$ cat src/rtl/exc_trk_pkg.sv
package exc_trk_pkg;

    typedef enum logic [1:0] {
        TRIG_LEVEL = 2'd0,
        TRIG_RISE  = 2'd1,
        TRIG_FALL  = 2'd2,
        TRIG_FILT  = 2'd3
    } trig_e;

    localparam int unsigned EXC_RESET = 1;
    localparam int unsigned EXC_NMI   = 2;
    localparam int unsigned EXC_FAULT = 3;
    localparam int unsigned EXC_LINE0 = 16;
    localparam int unsigned FIXED_CNT = 3;

endpackage

$ cat src/rtl/exc_line_detect.sv
module exc_line_detect
    import exc_trk_pkg::*;
#(
    parameter int unsigned FILT_CYC = 3,
    localparam int unsigned CNT_W   = $clog2(FILT_CYC + 1)
) (
    input  logic  clk,
    input  logic  rst_n,
    input  logic  line_i,
    input  trig_e mode_i,
    output logic  level_o,
    output logic  event_o
);

    typedef struct packed {
        logic             prev;
        logic [CNT_W-1:0] cnt;
    } det_t;

    det_t st_d, st_q;

    always_comb begin
        st_d      = st_q;
        st_d.prev = line_i;
        if (!line_i) begin
            st_d.cnt = '0;
        end else if (st_q.cnt != CNT_W'(FILT_CYC)) begin
            st_d.cnt = st_q.cnt + 1'b1;
        end

        level_o = (mode_i == TRIG_LEVEL) && line_i;
        unique case (mode_i)
            TRIG_RISE: event_o = line_i && !st_q.prev;
            TRIG_FALL: event_o = !line_i && st_q.prev;
            TRIG_FILT: event_o = line_i && (st_q.cnt == CNT_W'(FILT_CYC - 1));
            default:   event_o = 1'b0;
        endcase
    end

    always_ff @(posedge clk or negedge rst_n) begin
        if (!rst_n) begin
            st_q <= '0;
        end else begin
            st_q <= st_d;
        end
    end

endmodule

$ cat src/rtl/exc_select.sv
module exc_select #(
    parameter int unsigned NEXC  = 20,
    parameter int unsigned KEY_W = 5,
    parameter int unsigned NUM_W = 5
) (
    input  logic [NEXC-1:0]       cand_i,
    input  logic [NEXC-1:0]       act_i,
    input  logic [NEXC*KEY_W-1:0] keys_i,
    output logic                  take_o,
    output logic [NUM_W-1:0]      num_o
);

    logic [KEY_W-1:0] best_key;
    logic [KEY_W-1:0] run_key;
    logic             found;

    always_comb begin
        best_key = '1;
        run_key  = '1;
        found    = 1'b0;
        num_o    = '0;
        for (int i = 0; i < NEXC; i++) begin
            if (cand_i[i] && (!found || keys_i[i*KEY_W +: KEY_W] < best_key)) begin
                found    = 1'b1;
                best_key = keys_i[i*KEY_W +: KEY_W];
                num_o    = NUM_W'(i);
            end
            if (act_i[i] && keys_i[i*KEY_W +: KEY_W] < run_key) begin
                run_key = keys_i[i*KEY_W +: KEY_W];
            end
        end
        take_o = found && (best_key < run_key);
    end

endmodule

$ cat src/rtl/exc_prio_tracker.sv
module exc_prio_tracker
    import exc_trk_pkg::*;
#(
    parameter int unsigned N_LINES  = 4,
    parameter int unsigned PRIO_W   = 3,
    parameter int unsigned FILT_CYC = 3,
    localparam int unsigned NEXC    = EXC_LINE0 + N_LINES,
    localparam int unsigned NUM_W   = $clog2(NEXC),
    localparam int unsigned KEY_W   = PRIO_W + 2
) (
    input  logic                      clk,
    input  logic                      rst_n,
    input  logic [N_LINES-1:0]        irq_line_i,
    input  logic [2*N_LINES-1:0]      irq_mode_i,
    input  logic [N_LINES*PRIO_W-1:0] irq_prio_i,
    input  logic [N_LINES-1:0]        irq_en_i,
    input  logic                      gmask_i,
    input  logic [N_LINES-1:0]        sw_set_i,
    input  logic [N_LINES-1:0]        sw_clr_i,
    input  logic                      nmi_i,
    input  logic                      fault_i,
    input  logic                      entry_ack_i,
    input  logic                      ret_valid_i,
    input  logic [NUM_W-1:0]          ret_num_i,
    output logic                      take_req_o,
    output logic [NUM_W-1:0]          take_num_o,
    output logic [NEXC-1:0]           pend_o,
    output logic [NEXC-1:0]           act_o
);

    typedef struct packed {
        logic [NEXC-1:0] pend;
        logic [NEXC-1:0] act;
        logic            nmi_prev;
    } trk_t;

    trk_t st_d, st_q;

    logic [N_LINES-1:0]    line_lvl;
    logic [N_LINES-1:0]    line_evt;
    logic [NEXC-1:0]       elig;
    logic [NEXC*KEY_W-1:0] keys;
    logic                  take;
    logic [NUM_W-1:0]      take_num;

    for (genvar k = 0; k < N_LINES; k++) begin : g_line
        exc_line_detect #(
            .FILT_CYC (FILT_CYC)
        ) u_det (
            .clk     (clk),
            .rst_n   (rst_n),
            .line_i  (irq_line_i[k]),
            .mode_i  (trig_e'(irq_mode_i[2*k +: 2])),
            .level_o (line_lvl[k]),
            .event_o (line_evt[k])
        );
    end

    always_comb begin
        keys = '1;
        elig = '0;
        keys[EXC_RESET*KEY_W +: KEY_W] = KEY_W'(0);
        keys[EXC_NMI*KEY_W   +: KEY_W] = KEY_W'(1);
        keys[EXC_FAULT*KEY_W +: KEY_W] = KEY_W'(2);
        elig[EXC_RESET] = 1'b1;
        elig[EXC_NMI]   = 1'b1;
        elig[EXC_FAULT] = 1'b1;
        for (int k = 0; k < N_LINES; k++) begin
            keys[(EXC_LINE0+k)*KEY_W +: KEY_W] =
                KEY_W'(irq_prio_i[k*PRIO_W +: PRIO_W]) + KEY_W'(FIXED_CNT);
            elig[EXC_LINE0+k] = irq_en_i[k] && !gmask_i;
        end
    end

    exc_select #(
        .NEXC  (NEXC),
        .KEY_W (KEY_W),
        .NUM_W (NUM_W)
    ) u_sel (
        .cand_i (st_q.pend & elig),
        .act_i  (st_q.act),
        .keys_i (keys),
        .take_o (take),
        .num_o  (take_num)
    );

    always_comb begin
        st_d          = st_q;
        st_d.nmi_prev = nmi_i;

        if (nmi_i && !st_q.nmi_prev) begin
            st_d.pend[EXC_NMI] = 1'b1;
        end
        if (fault_i) begin
            st_d.pend[EXC_FAULT] = 1'b1;
        end

        for (int k = 0; k < N_LINES; k++) begin
            if (line_evt[k] || sw_set_i[k] ||
                (line_lvl[k] && (!st_q.act[EXC_LINE0+k] ||
                 (ret_valid_i && ret_num_i == NUM_W'(EXC_LINE0+k))))) begin
                st_d.pend[EXC_LINE0+k] = 1'b1;
            end
            if (sw_clr_i[k]) begin
                st_d.pend[EXC_LINE0+k] = 1'b0;
            end
        end

        for (int i = 0; i < NEXC; i++) begin
            if (ret_valid_i && ret_num_i == NUM_W'(i)) begin
                st_d.act[i] = 1'b0;
            end
            if (entry_ack_i && take && take_num == NUM_W'(i)) begin
                st_d.pend[i] = 1'b0;
                st_d.act[i]  = 1'b1;
            end
        end
    end

    always_ff @(posedge clk or negedge rst_n) begin
        if (!rst_n) begin
            st_q                <= '0;
            st_q.pend[EXC_RESET] <= 1'b1;
        end else begin
            st_q <= st_d;
        end
    end

    assign take_req_o = take;
    assign take_num_o = take_num;
    assign pend_o     = st_q.pend;
    assign act_o      = st_q.act;

endmodule

$ cat config.mk
export PLATFORM = sky130hd
export DESIGN_NAME = exc_prio_tracker
export DESIGN_NICKNAME = d
export VERILOG_FILES = /design/src/rtl/exc_trk_pkg.sv /design/src/rtl/exc_line_detect.sv /design/src/rtl/exc_select.sv /design/src/rtl/exc_prio_tracker.sv
export SDC_FILE = /design/constraint.sdc
export NUM_CORES = 1
export LEC_CHECK = 0
export BUFFER_PORTS_ARGS = -buffer_cell sky130_fd_sc_hd__buf_2
export CAP_MARGIN = 20
export CORE_UTILIZATION = 40
export CTS_BUF_LIST = sky130_fd_sc_hd__clkbuf_2 sky130_fd_sc_hd__clkbuf_4 sky130_fd_sc_hd__clkbuf_8
export CTS_CLUSTER_DIAMETER = 150
export DETAILED_ROUTE_END_ITERATION = 10
export PLACE_DENSITY = 0.74
export SYNTH_ARGS = -nofsm -noshare
export SYNTH_HDL_FRONTEND = slang
export SYNTH_SLANG_ARGS = --single-unit
$ cat constraint.sdc
create_clock -name clk -period 10.63 [get_ports clk]
set_input_delay 1.063 -clock clk [delete_from_list [all_inputs] [get_ports clk]]
set_output_delay 1.063 -clock clk [all_outputs]
set_load 0.02 [all_outputs]
==> metrics <==
run status finished clean; fmax around 100 MHz; DRC violations left 0; TritonCTS clock tree yes; r2r worst-path depth 36; CP Launch Type input port; cell count after synthesis 405; Post-synth top flop dfrtp_1; vias a little over 3000; Final Non-Filler Cells between 500 and 600; Area growth syn-to-layout 7.959%; htree depth 1; post-synthesis cell type count 76; total CTS buffers 3; number of global-route vias before repair ~3000; Hold Crit Start act_o[0]; R2R Setup Slk around 2.1 ns; DR pass1 iterations 5; Hold EP act_o[0]; cell area after synthesis about 0.0034 sq mm; Final min period roughly 10 ns; RR Endpoint pend_o[16]; Total Routing Usage GR 0.1935; layout cells sized above 1 0.2340; Die Area just under 0.009 sq mm; max_slew headroom 0.5295; Die Width about 94 um; Worst path slowest cell or3b_1; commonest cells after routing, fill and taps aside buf_2 (66), ha_1 (37), nand2_1 (33); max-cap violations 0; fin. max-slew vios 0; FF-to-FF Start pend_o[2]; Async SR Flop Fraction 1.000; Routed Antenna Nets 0; crit path max fanout 9; later-pin clock latency in the skew report 0.27 ns; starting density of the core 0.4133; PwrDens ~200 mW/mm^2; die height ~94 um; Root Buffer clkbuf_8; CTS sink count 28; Fill cells 830; antenna cells 0; mux contribution to synthesized area 0.05085; first-pass GRT wire length ~14000 um; final core occ 0.4462; Yosys warnings 0; CP Capture Type primary output; Setup violations, final 0; simple logic cell fraction of the synthesized area 0.2181; register area share after synthesis 0.2067; largest net degree at the start of global routing 29; CP Data Required Time 9.57 ns; gr ovfl total 0; initial antenna violation count 0; Data arrival, critical path roughly 9 ns; average wire per standard cell approximately 15 um; Slew @ Worst Pin between 0.6 and 0.7 ns; mean area per synthesized cell about 8.4 sq um; setup TNS 0 ns; RSZ-0062 raised after global routing no; Layout Nets between 500 and 600; Synth Area in XOR/XNOR 0.02063; most used cell along the critical path ha_1; WHS Path Cells 1; flops & latches, synth 28; Register Area between 700 and 800 sq um; worst min path class register to register; routed vias/inst between 5 and 6; 1st-iter DRT viols 117; commonest non-fill, non-tap cell in the layout buf_2; Place WS around 0.51 ns; final worst slack approximately 0.63 ns; Core ar. slightly above 0.008 sq mm; HPWL after detailed placement slightly below 7000 um; slowest stage delay, CP 0.41 ns; Static Leak approximately 0.0017 uW; maximum vdd drop about 0.13 mV; I/O Buffers 66; hold slack roughly 0.54 ns; gpl congestion 0.9210; IO Pins 94; clock slew at reported path FFs roughly 0.10 ns; clk_skew 0.006850 ns; final worst-path cycle share 0.9409; Core Rows 33; post-synthesis compound-gate area fraction 0.2248; deepest clock path buffer count 2; WS Path Type input port to primary output; area occupied by multi-input gates 0.002315 sq mm; cell count after placement 554; Post-Synth Adder-Cell Area 0.1363; number of synthesized flops with an enable pin 0; Routed WL between 8000 and 9000 um; Final Hold Violating Endpoints 0; largest family of logic cells by synthesized area compound AO/OA/AOI/OAI gates
[area by class of cell]
cell class,count,area share
timing repair buffer,66,0.09010
multi-input combinational,324,0.6314
sequential,28,0.1915
tap,105,0.03584
clock inverter,1,0.008191
clock buffer,3,0.01126
inverter,31,0.03174
[cells in the mapped netlist (4+ instances only)]
library cell,instances,area [sq um]
nand3_1,15,75.07
inv_1,31,116.4
nand2_1,33,123.9
a211oi_1,5,37.54
o211ai_1,5,37.54
o21a_1,5,37.54
xnor2_1,7,61.31
buf_4,42,315.3
nor2b_1,6,37.54
nor3_1,4,20.02
a21oi_1,14,70.07
ha_1,37,462.9
a21o_1,8,60.06
o21ai_0,30,150.1
nor4bb_1,4,40.04
nand3b_1,7,52.55
nor2_1,21,78.83
dfrtp_1,27,675.7
nand2b_1,5,31.28
mux2_2,10,112.6
and2_1,10,62.56
[critical path, delay by kind of cell]
family / cells / cell delay, ns
simple gates: 5 / 1.23
compound gates: 16 / 3.04
mux: 3 / 1.19
fa+ha+maj: 6 / 1.62
buf+inv: 4 / 0.49
xor+xnor: 1 / 0.33
[sequential cells by signal, indices dropped and copies added, names as in the netlist]
| register | count |
|---|---|
| pend_o | 7 |
| g_line.u_det.st_q | 12 |
| act_o | 8 |
| st_q | 1 |
[metal layers]
layer	vias to the layer above	GRT usage	routed length, um
met2	120	0.3370	3901
met4	0	0.03718	88
met5	-	0	0
met3	9	0.02994	628
met1	1469	0.2519	3662
li1	1501	-	-
[logic make-up after synthesis]
kind of cell	after synthesis
xor+xnor	8
fa+ha+maj	37
flops	28
compound gates	107
other cells	1
mux	15
simple gates	130
buf+inv	79
[report_power, final]
group          switching (uW)  internal [uW]
registers                44.8            129
clock network            32.7           50.4
logic                     262            195
total                     339            375
[stage by stage]
stage,power (uW),cell area [sq um]
detailed placement,624.7,3591
global route,775.4,3666
CTS,710.4,3662
finish,713.8,3666
floorplan,545.7,3493
global placement,611.6,3591
[worst max-delay path by stage]
stage / startpoint / end / slack (ns) / cells after the start
4_1_cts: irq_prio_i[0] / take_req_o / 0.51 / 36
5_1_grt: irq_prio_i[0] / take_req_o / 0.008 / 37
3_5_place_dp: irq_prio_i[0] / take_req_o / 0.51 / 36
3_3_place_gp: irq_prio_i[0] / take_req_o / 0.87 / 36
6_report: irq_prio_i[0] / take_req_o / 0.63 / 35
2_1_floorplan: irq_prio_i[0] / take_req_o / 1.57 / 35
[what timing repair did]
item | in CTS | in global routing
hold buffers | 0 | 0
setup buffers | 0 | 0
endpoints found under the setup margin | 0 | 1
resized for setup | 0 | 1
Note: power is estimated with default switching activity, not from simulation.
